<file path="src/rtl/pdeb_pkg.sv">
package pdeb_pkg;
  typedef struct packed {
    logic win_lo;     // bit 2
    logic tick_fast;  // bit 1
    logic fast_mode;  // bit 0
  } pdeb_cfg_t;

  typedef enum logic [1:0] {
    PS_IDLE  = 2'd0,
    PS_ARMED = 2'd1,
    PS_HOLD  = 2'd2
  } pdeb_state_t;
endpackage

</file>
<file path="src/rtl/pdeb_sync.sv">
module pdeb_sync #(
  parameter int W = 4
) (
  input  logic         clk,
  input  logic         rst_n,
  input  logic [W-1:0] d,
  output logic [W-1:0] q
);
  logic [W-1:0] meta_q;

  always_ff @(posedge clk or negedge rst_n) begin
    if (!rst_n) begin
      meta_q <= '0;
      q      <= '0;
    end else begin
      meta_q <= d;
      q      <= meta_q;
    end
  end
endmodule

</file>
<file path="src/rtl/pdeb_timer.sv">
module pdeb_timer #(
  parameter int TMR_W = 15,
  parameter int CMP_W = 8
) (
  input  logic             clk,
  input  logic             rst_n,
  input  logic             tick_slow,
  input  logic             tick_fast,
  input  logic             sel_fast,
  input  logic             win_lo,
  input  logic [CMP_W-1:0] cmp,
  input  logic             restart,
  input  logic             hold,
  output logic             match
);
  localparam int HI_LSB = TMR_W - CMP_W;

  logic [TMR_W-1:0] cnt_q;
  logic             tick;
  logic [CMP_W-1:0] win_val;

  assign tick    = sel_fast ? tick_fast : tick_slow;
  assign win_val = win_lo ? cnt_q[CMP_W-1:0] : cnt_q[TMR_W-1:HI_LSB];
  assign match   = (win_val == cmp);

  always_ff @(posedge clk or negedge rst_n) begin
    if (!rst_n)       cnt_q <= '0;
    else if (restart) cnt_q <= '0;
    else if (!hold && tick) cnt_q <= cnt_q + 1'b1;
  end

  AST_TIMER_HELD: assert property (@(posedge clk) disable iff (!rst_n)
    (hold && !restart) |=> (cnt_q == $past(cnt_q)))
    else $error("timer moved while frozen");

  AST_TIMER_RESTART: assert property (@(posedge clk) disable iff (!rst_n)
    restart |=> (cnt_q == '0))
    else $error("timer not cleared on restart");
endmodule

</file>
<file path="src/rtl/pdeb_pin.sv">
module pdeb_pin
  import pdeb_pkg::*;
(
  input  logic clk,
  input  logic rst_n,
  input  logic en,
  input  logic fast_mode,
  input  logic freeze,
  input  logic din,
  input  logic match,
  output logic deb,
  output logic restart_req,
  output logic commit
);
  pdeb_state_t state_q, state_d;
  logic        din_prev_q;
  logic        deb_d;

  always_comb begin
    state_d     = state_q;
    deb_d       = deb;
    restart_req = 1'b0;
    commit      = 1'b0;
    if (en && !freeze) begin
      unique case (state_q)
        PS_IDLE: if (din != deb) begin
          restart_req = 1'b1;
          if (fast_mode) begin
            commit  = 1'b1;
            deb_d   = din;
            state_d = PS_HOLD;
          end else begin
            state_d = PS_ARMED;
          end
        end
        PS_ARMED: if (din != din_prev_q) begin
          restart_req = 1'b1;
        end else if (match) begin
          state_d = PS_IDLE;
          if (din != deb) begin
            commit = 1'b1;
            deb_d  = din;
          end
        end
        PS_HOLD: if (match) state_d = PS_IDLE;
        default: state_d = PS_IDLE;
      endcase
    end
  end

  always_ff @(posedge clk or negedge rst_n) begin
    if (!rst_n) begin
      state_q    <= PS_IDLE;
      deb        <= 1'b0;
      din_prev_q <= 1'b0;
    end else begin
      din_prev_q <= din;
      if (!en) begin
        state_q <= PS_IDLE;
        deb     <= din;
      end else begin
        state_q <= state_d;
        deb     <= deb_d;
      end
    end
  end

  AST_STABLE_NEEDS_QUIET: assert property (@(posedge clk) disable iff (!rst_n)
    (en && !fast_mode && commit) |-> (din == din_prev_q))
    else $error("stable commit on a moving input");
endmodule

</file>
<file path="src/rtl/port_debouncer.sv">
module port_debouncer
  import pdeb_pkg::*;
#(
  parameter int NPINS = 4,
  parameter int TMR_W = 15,
  parameter int CMP_W = 8
) (
  input  logic             clk,
  input  logic             rst_n,
  input  logic             tick_slow,
  input  logic             tick_fast,
  input  logic             cfg_we,
  input  logic [7:0]       cfg_wdata,
  output logic [7:0]       cfg_rdata,
  input  logic             cmp_we,
  input  logic [CMP_W-1:0] cmp_wdata,
  input  logic             en_we,
  input  logic [NPINS-1:0] en_wdata,
  input  logic [NPINS-1:0] pin_raw,
  output logic [NPINS-1:0] pin_deb,
  output logic             evt_valid,
  input  logic             evt_ready,
  output logic [NPINS-1:0] evt_pins
);
  localparam int CFG_BITS = $bits(pdeb_cfg_t);

  pdeb_cfg_t        cfg_q;
  logic [CMP_W-1:0] cmp_q;
  logic [NPINS-1:0] en_q;
  logic [NPINS-1:0] din;
  logic [NPINS-1:0] restart_v;
  logic [NPINS-1:0] commit_v;
  logic             match;
  logic             hs_q;
  logic             unlocked;

  assign unlocked = ~|en_q;

  always_ff @(posedge clk or negedge rst_n) begin
    if (!rst_n) begin
      cfg_q <= '0;
      cmp_q <= '0;
      en_q  <= '0;
    end else begin
      if (cfg_we && unlocked) cfg_q <= pdeb_cfg_t'(cfg_wdata[CFG_BITS-1:0]);
      if (cmp_we && unlocked) cmp_q <= cmp_wdata;
      if (en_we)              en_q  <= en_wdata;
    end
  end

  assign cfg_rdata = {4'b0000, hs_q, cfg_q};

  pdeb_sync #(.W(NPINS)) u_sync (
    .clk(clk), .rst_n(rst_n), .d(pin_raw), .q(din)
  );

  pdeb_timer #(.TMR_W(TMR_W), .CMP_W(CMP_W)) u_timer (
    .clk(clk), .rst_n(rst_n),
    .tick_slow(tick_slow), .tick_fast(tick_fast),
    .sel_fast(cfg_q.tick_fast), .win_lo(cfg_q.win_lo),
    .cmp(cmp_q), .restart(|restart_v), .hold(hs_q), .match(match)
  );

  for (genvar i = 0; i < NPINS; i++) begin : g_pin
    pdeb_pin u_pin (
      .clk(clk), .rst_n(rst_n), .en(en_q[i]),
      .fast_mode(cfg_q.fast_mode), .freeze(hs_q),
      .din(din[i]), .match(match), .deb(pin_deb[i]),
      .restart_req(restart_v[i]), .commit(commit_v[i])
    );
  end

  always_ff @(posedge clk or negedge rst_n) begin
    if (!rst_n) begin
      hs_q     <= 1'b0;
      evt_pins <= '0;
    end else if (|commit_v) begin
      hs_q     <= 1'b1;
      evt_pins <= commit_v;
    end else if (hs_q && evt_ready) begin
      hs_q <= 1'b0;
    end
  end

  assign evt_valid = hs_q;

  AST_CFG_LOCKED: assert property (@(posedge clk) disable iff (!rst_n)
    ((cfg_we || cmp_we) && !unlocked) |=> ($stable(cfg_q) && $stable(cmp_q)))
    else $error("config changed while enabled");

  AST_EVT_HELD: assert property (@(posedge clk) disable iff (!rst_n)
    (evt_valid && !evt_ready) |=> (evt_valid && $stable(evt_pins)))
    else $error("event dropped without acceptance");

  AST_OUT_FROZEN: assert property (@(posedge clk) disable iff (!rst_n)
    (evt_valid && !evt_ready && !en_we) |=> $stable(pin_deb & en_q))
    else $error("output moved while event pending");

  AST_NO_COMMIT_WHILE_PENDING: assert property (@(posedge clk) disable iff (!rst_n)
    evt_valid |-> (commit_v == '0))
    else $error("commit during pending event");
endmodule

</file>
<file path="config.mk">
export PLATFORM = sky130hd
export DESIGN_NAME = port_debouncer
export DESIGN_NICKNAME = d
export VERILOG_FILES = /design/src/rtl/pdeb_pkg.sv /design/src/rtl/pdeb_sync.sv /design/src/rtl/pdeb_timer.sv /design/src/rtl/pdeb_pin.sv /design/src/rtl/port_debouncer.sv
export SDC_FILE = /design/constraint.sdc
export NUM_CORES = 1
export LEC_CHECK = 0
export BUFFER_PORTS_ARGS = -buffer_cell sky130_fd_sc_hd__buf_2
export CELL_PAD_IN_SITES_DETAIL_PLACEMENT = 0
export CELL_PAD_IN_SITES_GLOBAL_PLACEMENT = 1
export CORE_MARGIN = 2
export CORE_UTILIZATION = 39
export DETAILED_ROUTE_END_ITERATION = 8
export GPL_TIMING_DRIVEN = 1
export HOLD_SLACK_MARGIN = 0.12
export PLACE_DENSITY = 0.82
export SYNTH_ARGS = -nofsm -noshare
export SYNTH_HDL_FRONTEND = slang
export SYNTH_HIERARCHICAL = 1
export SYNTH_SLANG_ARGS = --single-unit
</file>
<file path="constraint.sdc">
create_clock -name clk -period 3.4 [get_ports clk]
set_clock_uncertainty 0.1 [all_clocks]
set_input_delay 0.51 -clock clk [delete_from_list [all_inputs] [get_ports clk]]
set_output_delay 0.51 -clock clk [all_outputs]
set_load 0.005 [all_outputs]
</file>
==> results.py, run 1 <==
metrics = {
    "grt": {
        "grt_pass1_vias": 2334,
        "grt_pass1_wl_um": 11000,
        "grt_max_degree": 40,
        "grt-ovfl-total": 0,
        "track_usage_pct": 16.1,
        "antenna_found_initial": 0,
    },
    "run_status": {
        "status": "completed",
    },
    "synthesis": {
        "ys_seq_area_share_pct": 46.4,
        "synth_compound_area_share_pct": 6.41,
        "synth_cell_types": 46,
        "yosys.area_share.simple_pct": 16.9,
        "yosysTopAreaCellShare_pct": 46.4,
        "synth_fa_ha_area_share_pct": 3.54,
        "yosys-top-cells-area": "dfrtp_1 46%, mux2i_1 6.3%, mux2_2 6.0%, xnor2_1 4.7%, ha_1 3.5%",
        "synth_top_family_by_area": "simple AND/OR/NAND/NOR gates",
        "synth_warnings": 6,
        "synth_edf_count": 0,
        "yosysTopAreaCell": "dfrtp_1",
        "netlist_instances": 282,
        "syn_area_per_cell_um2": 11.3,
        "synth_mux_area_share_pct": 15.1,
        "synth_seq_cells": 59,
        "syn-cell-area_um2": 3180,
        "async_reset_ff_share_pct": 100,
        "synth_flop_cell": "dfrtp_1",
        "synth_xor_area_share_pct": 6.89,
    },
    "detailed_routing": {
        "route.detailed.drc": 0,
        "drt-initial-drc-count": 94,
        "wl_per_cell_um": 14.5,
        "via_count": 2239,
        "wirelength_um": 6340,
        "route.antenna.remaining_nets": 0,
        "drt_first_pass_iters": 4,
        "vias_per_cell": 5.12,
    },
    "timing": {
        "period_share_pct": 83.6,
        "final_max_slew_viol_count": 0,
        "rsz0062_at_grt": "no",
        "finalSetupTns_ns": 0,
        "relSlewSlack_pct": 50.4,
        "period_needed_ns": 2.84,
        "finalSetupViolCount": 0,
        "max_freq_mhz": 352,
        "hold_viol": 0,
        "tightest_slew_ns": 0.730,
    },
    "worst_setup_path": {
        "reg2reg_to": "evt_valid",
        "worstPathMaxFanout": 10,
        "r2r-start": "cfg_rdata[2]",
        "critical_path.top_delay_family": "simple AND/OR/NAND/NOR gates",
        "crit_required_ns": 3.47,
        "slowest_delay_ns": 0.65,
        "worst_setup_path_start_kind": "register",
        "slowest_stage": "nor4_1",
        "worstPathCellList": "mux2i_1 > xor2_1 > nand4_1 > nor2_1 > buf_4 > a32oi_1 > nor4_1 > nor4_1 > o21ai_0",
        "crit_top_cell": "nor4_1",
        "r2r_setup_slack_ns": 0.56,
        "critPathKind": "reg2reg",
        "rr_worst_depth": 9,
        "arrival_ns": 2.92,
        "crit_buf_inv": 1,
        "crit_path_end_kind": "register",
    },
    "floorplan": {
        "die_w_um": 94.3,
        "start_util_pct": 40.7,
        "die_area_um2": 8890,
        "die_h_um": 94.3,
        "io_pins": 49,
        "core_area_um2": 7810,
        "rows": 32,
    },
    "clock_network": {
        "cts_made_buffers": 9,
        "clock_latency_ns": 0.34,
        "cts_tree": "built",
        "clock_sinks": 59,
        "clkSlewWorstSetupHoldPaths_ns": 0.07,
        "cts_htree_levels": 3,
        "cts_resized": 0,
        "clk_path_buf_depth": 2,
        "clock-root-buffer": "clkbuf_8",
    },
    "power_and_ir_drop": {
        "irDropWorstVdd_v": 0.000344,
        "powerDensity_nw_per_um2": 757,
        "p_leak_nw": 1.73,
    },
    "layout": {
        "area_growth_pct": 17.2,
        "diodes": 0,
        "layout-drive-gt1-share_pct": 29.0,
        "fin_area_um2": 3730,
        "fin_nets": 371,
    },
    "min_path": {
        "whs_endpoint": "u_sync/meta_q[2]",
        "worstHoldStart": "pin_raw[2]",
        "hold_depth": 1,
        "hold_path_class": "in2reg",
    },
    "place": {
        "placed_cell_area_um2": 3460,
        "dp_hpwl_um": 4670,
        "io_buffers": 39,
        "place.gp.congestion": 0.804,
    },
    "job": {
        "cap_violations": 0,
    },
}
[cell usage after synthesis (all sizes together) (2+ instances only)]
cell type  count
dfrtp         59
mux2          23
mux2i         21
nor2          18
inv           17
nand2         17
xnor2         17
nand3         12
nor4          11
a21oi         10
ha             9
buf            8
xor2           8
nand4          6
nand2b         5
nand3b         5
a211oi         4
a21o           4
a31oi          4
a32oi          4
or2b           4
nor2b          3
clkbuf         2
o21ai          2
[metal layers]
metal	wire [um]	track usage [%]	vias to the layer above
met5	0	0	-
met1	2930	20.3	1107
met2	3050	26.1	40
met4	108	7.13	0
met3	248	3.93	9
li1	-	-	1083
[where the power goes]
part           switching (mW)  internal (mW)  leakage [nW]
combinational           0.494          0.468         0.852
sequential              0.179          0.847         0.749
clock                   0.273          0.561         0.128
total                   0.946           1.88          1.73
[state kept, by name (all words and copies together) (netlist names)]
name and count:
cfg_rdata 3, cmp_q 8, en_q 4, evt_pins 4, evt_valid 1, g_pin.u_pin/deb 4
g_pin.u_pin/din_prev_q 4, g_pin.u_pin/state_q 8, u_sync/meta_q 4, u_sync/q 4, u_timer/cnt_q 15
[what timing repair did]
action | in CTS | in global routing
buffers inserted | 0 | 0
endpoints found under the hold margin | 20 | 0
hold buffers | 1 | 0
[cell families (layout without fill, tap and decap cells)]
| kind of cell | Yosys count | count (layout) |
|---|---|---|
| AOI/OAI and AO/OA | 29 | 29 |
| xor gates and xnor gates | 25 | 25 |
| adders and majority gates | 9 | 9 |
| buffers and inverters | 27 | 77 |
| DFF | 59 | 59 |
| muxes | 44 | 44 |
| other | 1 | 4 |
| and+or+nand+nor | 88 | 88 |
[cell usage in the layout, fill, tap and decap left out, types with 6 or more instances in the layout]
master / instances
nor4_1: 8
xnor2_1: 17
inv_1: 17
mux2i_1: 20
nand4_1: 6
clkbuf_8: 9
mux2_2: 17
ha_1: 9
dfrtp_1: 59
nand2_1: 16
nor2_1: 18
nand3_1: 11
xor2_1: 8
buf_2: 39
a21oi_1: 6
[worst max-delay path by stage]
stage / from / endpoint / slack (ns) / cells past startpoint
final: cfg_rdata[2] / evt_valid / 0.56 / 9
after global routing: cfg_rdata[2] / evt_valid / 0.30 / 9
after CTS: cfg_rdata[2] / evt_valid / 0.55 / 9
after detailed placement: cfg_rdata[2] / evt_valid / 0.58 / 9
after global placement: cfg_rdata[2] / evt_valid / 0.63 / 9
after floorplan: cfg_rdata[2] / evt_pins[0] / 1.10 / 9
[area by class of cell]
class | count | area, um2
Sequential cell | 59 | 1480
Clock inverter | 5 | 125
Fill cell | 735 | 4080
Tap cell | 102 | 128
Inverter | 17 | 63.8
Timing Repair Buffer | 44 | 235
Clock buffer | 11 | 131
Multi-Input combinational cell | 199 | 1570
[through the flow]
stage               power, mW  worst slack, ns  utilization [%]  hold WS, ns  cells
floorplan                1.76             1.10                -        0.114    285
global placement         1.97            0.631             44.3        0.233    420
detailed placement       2.00            0.578             44.3        0.237    420
CTS                      2.85            0.548             47.7        0.163    437
global route             3.01            0.300             47.7        0.165    437
finish                   2.82            0.558             47.7        0.180    437
Note: power is estimated with default switching activity, not from simulation.
==> run 2: changes to the inputs <==
==> constraint.sdc (replaced) <==
create_clock -name clk -period 2.9 [get_ports clk]
set_clock_uncertainty 0.1 [all_clocks]
set_input_delay 0.435 -clock clk [delete_from_list [all_inputs] [get_ports clk]]
set_output_delay 0.435 -clock clk [all_outputs]
set_load 0.005 [all_outputs]
==> run 2 against run 1 <==
Against the previous run:
- sequential cell count is the same
- first-iteration DRC count up 13%
- clock-buffer cell count is 2 higher
- register-to-register slack got worse by 0.28 ns
- cell area decreased by 0.23%
- sequential share of layout area grew 0.13 points
- die area unchanged
- final cell count rose by 1.1%
- global-route usage shrank 0.63 points
- sequential power increased by 17%
==> results.py, run 2 (same netlist as run 1, synthesis figures left out) <==
metrics = {
    "timing": {
        "final_max_slew_viol_count": 0,
        "finalSetupTns_ns": 0,
        "relSlewSlack_pct": 50.3,
        "hold_viol": 0,
        "period_share_pct": 90.6,
        "max_freq_mhz": 381,
        "whs_ns": 0.153,
        "finalSetupViolCount": 0,
        "period_needed_ns": 2.63,
        "tightest_slew_ns": 0.745,
        "rsz0062_at_grt": "no",
    },
    "worst_setup_path": {
        "r2r_setup_slack_ns": 0.27,
        "worstPathMaxFanout": 10,
        "critical_path.top_delay_family": "simple AND/OR/NAND/NOR gates",
        "critPathKind": "reg2reg",
        "crit_buf_inv": 2,
        "slowest_stage": "dfrtp_2",
        "arrival_ns": 2.76,
        "crit_required_ns": 3.03,
        "worst_setup_path_start_kind": "register",
        "slowest_delay_ns": 0.53,
        "crit_path_end_kind": "register",
        "worstPathCellList": "mux2i_1 > xor2_1 > nand4_1 > nor2_1 > buf_4 > a32oi_1 > nor4_1 > nor4_1 > buf_4 > a21o_1",
    },
    "layout": {
        "area_growth_pct": 17.0,
        "reg_top3": "u_timer/cnt_q x15, cmp_q x8, g_pin.u_pin/state_q x8",
        "final_util_pct": 47.6,
        "layout_commonest_cell": "dfrtp_1",
        "diodes": 0,
        "finalNonFillerCells": 442,
        "largest_reg_flops": 15,
        "layout-drive-gt1-share_pct": 29.4,
        "fin_nets": 377,
        "fillers": 749,
        "final_cell_mix": "58 x dfrtp_1, 39 x buf_2, 20 x mux2i_1",
        "largest-register": "u_timer/cnt_q",
    },
    "floorplan": {
        "start_util_pct": 40.7,
        "die_h_um": 94.3,
        "io_pins": 49,
        "die_w_um": 94.3,
        "rows": 32,
        "die_area_um2": 8890,
        "core_area_um2": 7810,
    },
    "clock_network": {
        "clock-root-buffer": "clkbuf_8",
        "cts_tree": "built",
        "clkSlewWorstSetupHoldPaths_ns": 0.07,
        "cts_htree_levels": 3,
        "cts_made_buffers": 9,
        "clock_sinks": 59,
        "clock_latency_ns": 0.33,
        "clk_path_buf_depth": 2,
        "postCtsSetupRepairBufs": 0,
    },
    "detailed_routing": {
        "wl_per_cell_um": 14.4,
        "drt-initial-drc-count": 106,
        "route.detailed.drc": 0,
        "vias_per_cell": 5.17,
        "via_count": 2286,
        "drt_first_pass_iters": 4,
        "wirelength_um": 6370,
        "route.antenna.remaining_nets": 0,
    },
    "grt": {
        "grt-ovfl-total": 0,
        "antenna_found_initial": 0,
        "grt_max_degree": 60,
        "grt_pass1_wl_um": 10600,
        "grt_pass1_vias": 2279,
        "track_usage_pct": 15.4,
    },
    "min_path": {
        "hold_path_class": "in2async",
    },
    "power_and_ir_drop": {
        "powerDensity_nw_per_um2": 835,
        "p_leak_nw": 1.73,
        "irDropWorstVdd_v": 0.000412,
    },
    "place": {
        "io_buffers": 39,
        "dp_hpwl_um": 4500,
        "place.gp.congestion": 0.796,
        "placed_cells": 423,
    },
    "run_status": {
        "status": "completed",
    },
    "job": {
        "cap_violations": 0,
    },
}
run 2: cell types whose count changed in the layout (fill, tap and decap cells not counted), sizes merged:
cell	delta
clkbuf	+2
bufinv	-3
dlygate4sd3	+3
buf	+3
run 2: final timing paths:
| path | start | end | depth (start not counted) |
|---|---|---|---|
| worst min register to register | u_sync/meta_q[3] | u_sync/q[3] | 0 |
| worst max register to register | cfg_rdata[2] | evt_pins[0] | 10 |
| worst max-delay path | cfg_rdata[2] | evt_pins[0] | 10 |
| worst min-delay path | rst_n | g_pin[1].u_pin/state_q[0] | 2 |
| min in group clk | evt_ready | evt_valid | 2 |
| max in group asynchronous | rst_n | cfg_rdata[2] | 2 |
run 2: where the power goes:
part           switching (mW)  internal [mW]
Clock                   0.308          0.438
Sequential              0.209          0.995
Combinational           0.578          0.575
run 2: area by class of cell:
cell class	count	area [um2]	area share, %
clock buffers	13	159	4.27
clock inverters	2	35.0	0.942
inverters	17	63.8	1.72
multi-input cells	199	1570	42.2
flip-flops and latches	59	1480	39.7
well taps	102	128	3.43
repair buffers	50	288	7.74
run 2: stage by stage:
stage	cell area [um2]	power, mW	worst slack [ns]
3_5_place_dp	3480	2.37	0.143
6_report	3720	3.10	0.273
5_1_grt	3720	3.33	0.101
2_1_floorplan	3190	2.06	0.596
4_1_cts	3720	3.13	0.117
3_3_place_gp	3480	2.33	0.121
run 2: what timing repair did:
| action | in CTS | in global routing |
|---|---|---|
| hold buffers | 4 | 0 |
| setup endpoints to repair | 0 | 4 |
| resized for setup | 0 | 1 |
| hold endpoints to repair | 4 | 0 |
run 2: routing by layer:
metal	part of all wire [%]	track usage [%]	routed length (um)	up-vias
li1	-	-	-	1091
met1	46	19.6	2950	1130
met2	48	24.9	3040	53
met3	4.1	5.06	262	12
met4	1.8	5.07	116	0
met5	0	0	0	-
==> run 3: changes to the inputs <==
--- a/config.mk
+++ b/config.mk
@@ -8,12 +8,13 @@
 export BUFFER_PORTS_ARGS = -buffer_cell sky130_fd_sc_hd__buf_2
 export CELL_PAD_IN_SITES_DETAIL_PLACEMENT = 0
 export CELL_PAD_IN_SITES_GLOBAL_PLACEMENT = 1
+export CORE_ASPECT_RATIO = 0.8
 export CORE_MARGIN = 2
-export CORE_UTILIZATION = 39
+export CORE_UTILIZATION = 45
 export DETAILED_ROUTE_END_ITERATION = 8
 export GPL_TIMING_DRIVEN = 1
 export HOLD_SLACK_MARGIN = 0.12
-export PLACE_DENSITY = 0.82
+export PLACE_DENSITY = 0.91
 export SYNTH_ARGS = -nofsm -noshare
 export SYNTH_HDL_FRONTEND = slang
 export SYNTH_HIERARCHICAL = 1
==> run 3 against run 2 <==
Against the previous run:
- first-iteration DRC count up 19%
- largest power group unchanged
- fmax up 0.85%
- register-to-register slack better by 0.02 ns
- non-clock buffer count up 3
- routed wire length up 0.52%
==> results.py, run 3 (same netlist as run 1, synthesis figures left out) <==
metrics = {
    "timing": {
        "max_freq_mhz": 384,
        "period_needed_ns": 2.60,
        "rsz0062_at_grt": "no",
        "tightest_slew_ns": 0.580,
        "finalSetupViolCount": 0,
        "period_share_pct": 89.8,
        "hold_viol": 0,
        "setup_ws_ns": 0.296,
        "whs_ns": 0.209,
        "final_max_slew_viol_count": 0,
        "relSlewSlack_pct": 60.5,
        "finalSetupTns_ns": 0,
    },
    "floorplan": {
        "rows": 27,
        "core_area_um2": 6860,
        "start_util_pct": 46.4,
        "io_pins": 49,
        "die_area_um2": 7760,
        "die_h_um": 79.2,
        "die_w_um": 98.0,
    },
    "power_and_ir_drop": {
        "p_int_mw": 1.96,
        "seq_power_share_pct": 38.9,
        "p_switching_mw": 1.12,
        "clkPwrFrac_pct": 22.1,
        "powerDensity_nw_per_um2": 830,
        "p_leak_nw": 1.74,
        "share_comb_of_total_power_pct": 39.0,
        "irDropWorstVdd_v": 0.000433,
        "swShare_pct": 36.2,
    },
    "min_path": {
        "whs_endpoint": "evt_valid",
        "worstHoldStart": "evt_ready",
        "hold_depth": 2,
        "hold_path_class": "in2reg",
    },
    "job": {
        "cap_violations": 0,
    },
    "worst_setup_path": {
        "r2r_setup_slack_ns": 0.30,
        "crit_path_end_kind": "register",
        "worstPathMaxFanout": 10,
        "slowest_stage": "dfrtp_2",
        "arrival_ns": 2.73,
        "critPathKind": "reg2reg",
        "worstPathCellList": "mux2i_1 > xor2_1 > nand4_1 > nor2_1 > buf_4 > a32oi_1 > nor4_1 > nor4_1 > buf_4 > a21o_1",
        "slowest_delay_ns": 0.53,
        "r2r-start": "cfg_rdata[2]",
        "reg2reg_to": "evt_pins[1]",
        "crit_required_ns": 3.03,
        "rr_worst_depth": 10,
        "worst_setup_path_start_kind": "register",
    },
    "layout": {
        "reg_top3": "u_timer/cnt_q x15, cmp_q x8, g_pin.u_pin/state_q x8",
        "fin_area_um2": 3710,
        "final_cell_mix": "58 x dfrtp_1, 39 x buf_2, 20 x mux2i_1",
        "largest_reg_flops": 15,
        "area_growth_pct": 16.7,
        "fin_nets": 380,
        "layout_commonest_cell": "dfrtp_1",
        "largest-register": "u_timer/cnt_q",
        "layout-drive-gt1-share_pct": 30.0,
        "diodes": 0,
    },
    "clock_network": {
        "clock_sinks": 59,
        "cts_tree": "built",
        "clkSlewWorstSetupHoldPaths_ns": 0.06,
        "clock-root-buffer": "clkbuf_8",
        "cts_htree_levels": 3,
        "clock_latency_ns": 0.34,
        "cts_made_buffers": 9,
        "clk_path_buf_depth": 2,
        "postCtsSetupRepairBufs": 0,
    },
    "detailed_routing": {
        "wirelength_um": 6400,
        "drt_first_pass_iters": 5,
        "vias_per_cell": 5.32,
        "route.detailed.drc": 0,
        "via_count": 2289,
        "drt-initial-drc-count": 126,
        "route.antenna.remaining_nets": 0,
        "wl_per_cell_um": 14.9,
    },
    "place": {
        "place.gp.congestion": 0.868,
        "place_ws_ns": 0.150,
        "io_buffers": 39,
        "placed_cell_area_um2": 3480,
        "dp_hpwl_um": 4710,
    },
    "grt": {
        "antenna_found_initial": 0,
        "grt_max_degree": 27,
        "grt-ovfl-total": 0,
        "grt_pass1_wl_um": 11200,
        "track_usage_pct": 18.2,
        "grt_pass1_vias": 2327,
    },
    "run_status": {
        "status": "completed",
    },
}
## run 3: changes by cell type in the layout (fill, tap and decap cells not counted), sizes merged
cell         before  now
clkinv            1    2
buf              46   48
bufinv            1    0
dlygate4sd3       4    5
## run 3: critical path, delay by kind of cell (launching register included)
| family | cells | cell delay (ns) |
|---|---|---|
| compound gates | 2 | 0.29 |
| xor+xnor | 1 | 0.18 |
| flops | 1 | 0.53 |
| buf+inv | 2 | 0.35 |
| mux | 1 | 0.26 |
| simple gates | 4 | 0.78 |
## run 3: area by class of cell
| cell class | instances | area [um2] |
|---|---|---|
| Fill cell | 602 | 3150 |
| Multi-Input combinational cell | 199 | 1570 |
| Sequential cell | 59 | 1480 |
| Timing Repair Buffer | 53 | 313 |
| Clock buffer | 13 | 169 |
| Tap cell | 87 | 109 |
| Inverter | 17 | 63.8 |
| Clock inverter | 2 | 10.0 |
## run 3: power groups by stage
stage	logic [mW]	clock network, mW	registers [mW]
2_1_floorplan	0.908	0	1.15
3_3_place_gp	1.15	0	1.20
3_5_place_dp	1.19	0	1.22
4_1_cts	1.21	0.705	1.20
5_1_grt	1.32	0.743	1.23
6_report	1.20	0.682	1.20
## run 3: repair_timing
| item | in CTS | in global routing |
|---|---|---|
| hold endpoints to repair | 17 | 0 |
| endpoints found under the setup margin | 0 | 4 |
| resized for setup | 0 | 1 |
| hold buffers | 5 | 0 |
## run 3: how the worst max path moves through the flow
stage / end / startpoint / cells past startpoint
floorplan: evt_pins[0] / cfg_rdata[2] / 9
global placement: evt_pins[2] / cfg_rdata[2] / 10
detailed placement: evt_pins[1] / cfg_rdata[2] / 10
CTS: evt_pins[1] / cfg_rdata[2] / 10
global route: evt_pins[2] / cfg_rdata[2] / 10
finish: evt_pins[1] / cfg_rdata[2] / 10
## run 3: routing by layer
layer	global-route usage (%)	share of wire (%)	vias up	wire [um]
met5	0	0	-	0
met4	5.56	1.1	0	70
met3	5.46	5.5	9	351
met2	27.7	46	61	2940
met1	25.2	47	1122	3040
li1	-	-	1097	-
## run 3: through the flow
step	total power, mW	util (%)	instances
2_1_floorplan	2.06	-	285
3_3_place_gp	2.35	50.7	410
3_5_place_dp	2.41	50.7	410
4_1_cts	3.11	54.1	430
5_1_grt	3.30	54.1	430
6_report	3.08	54.1	430
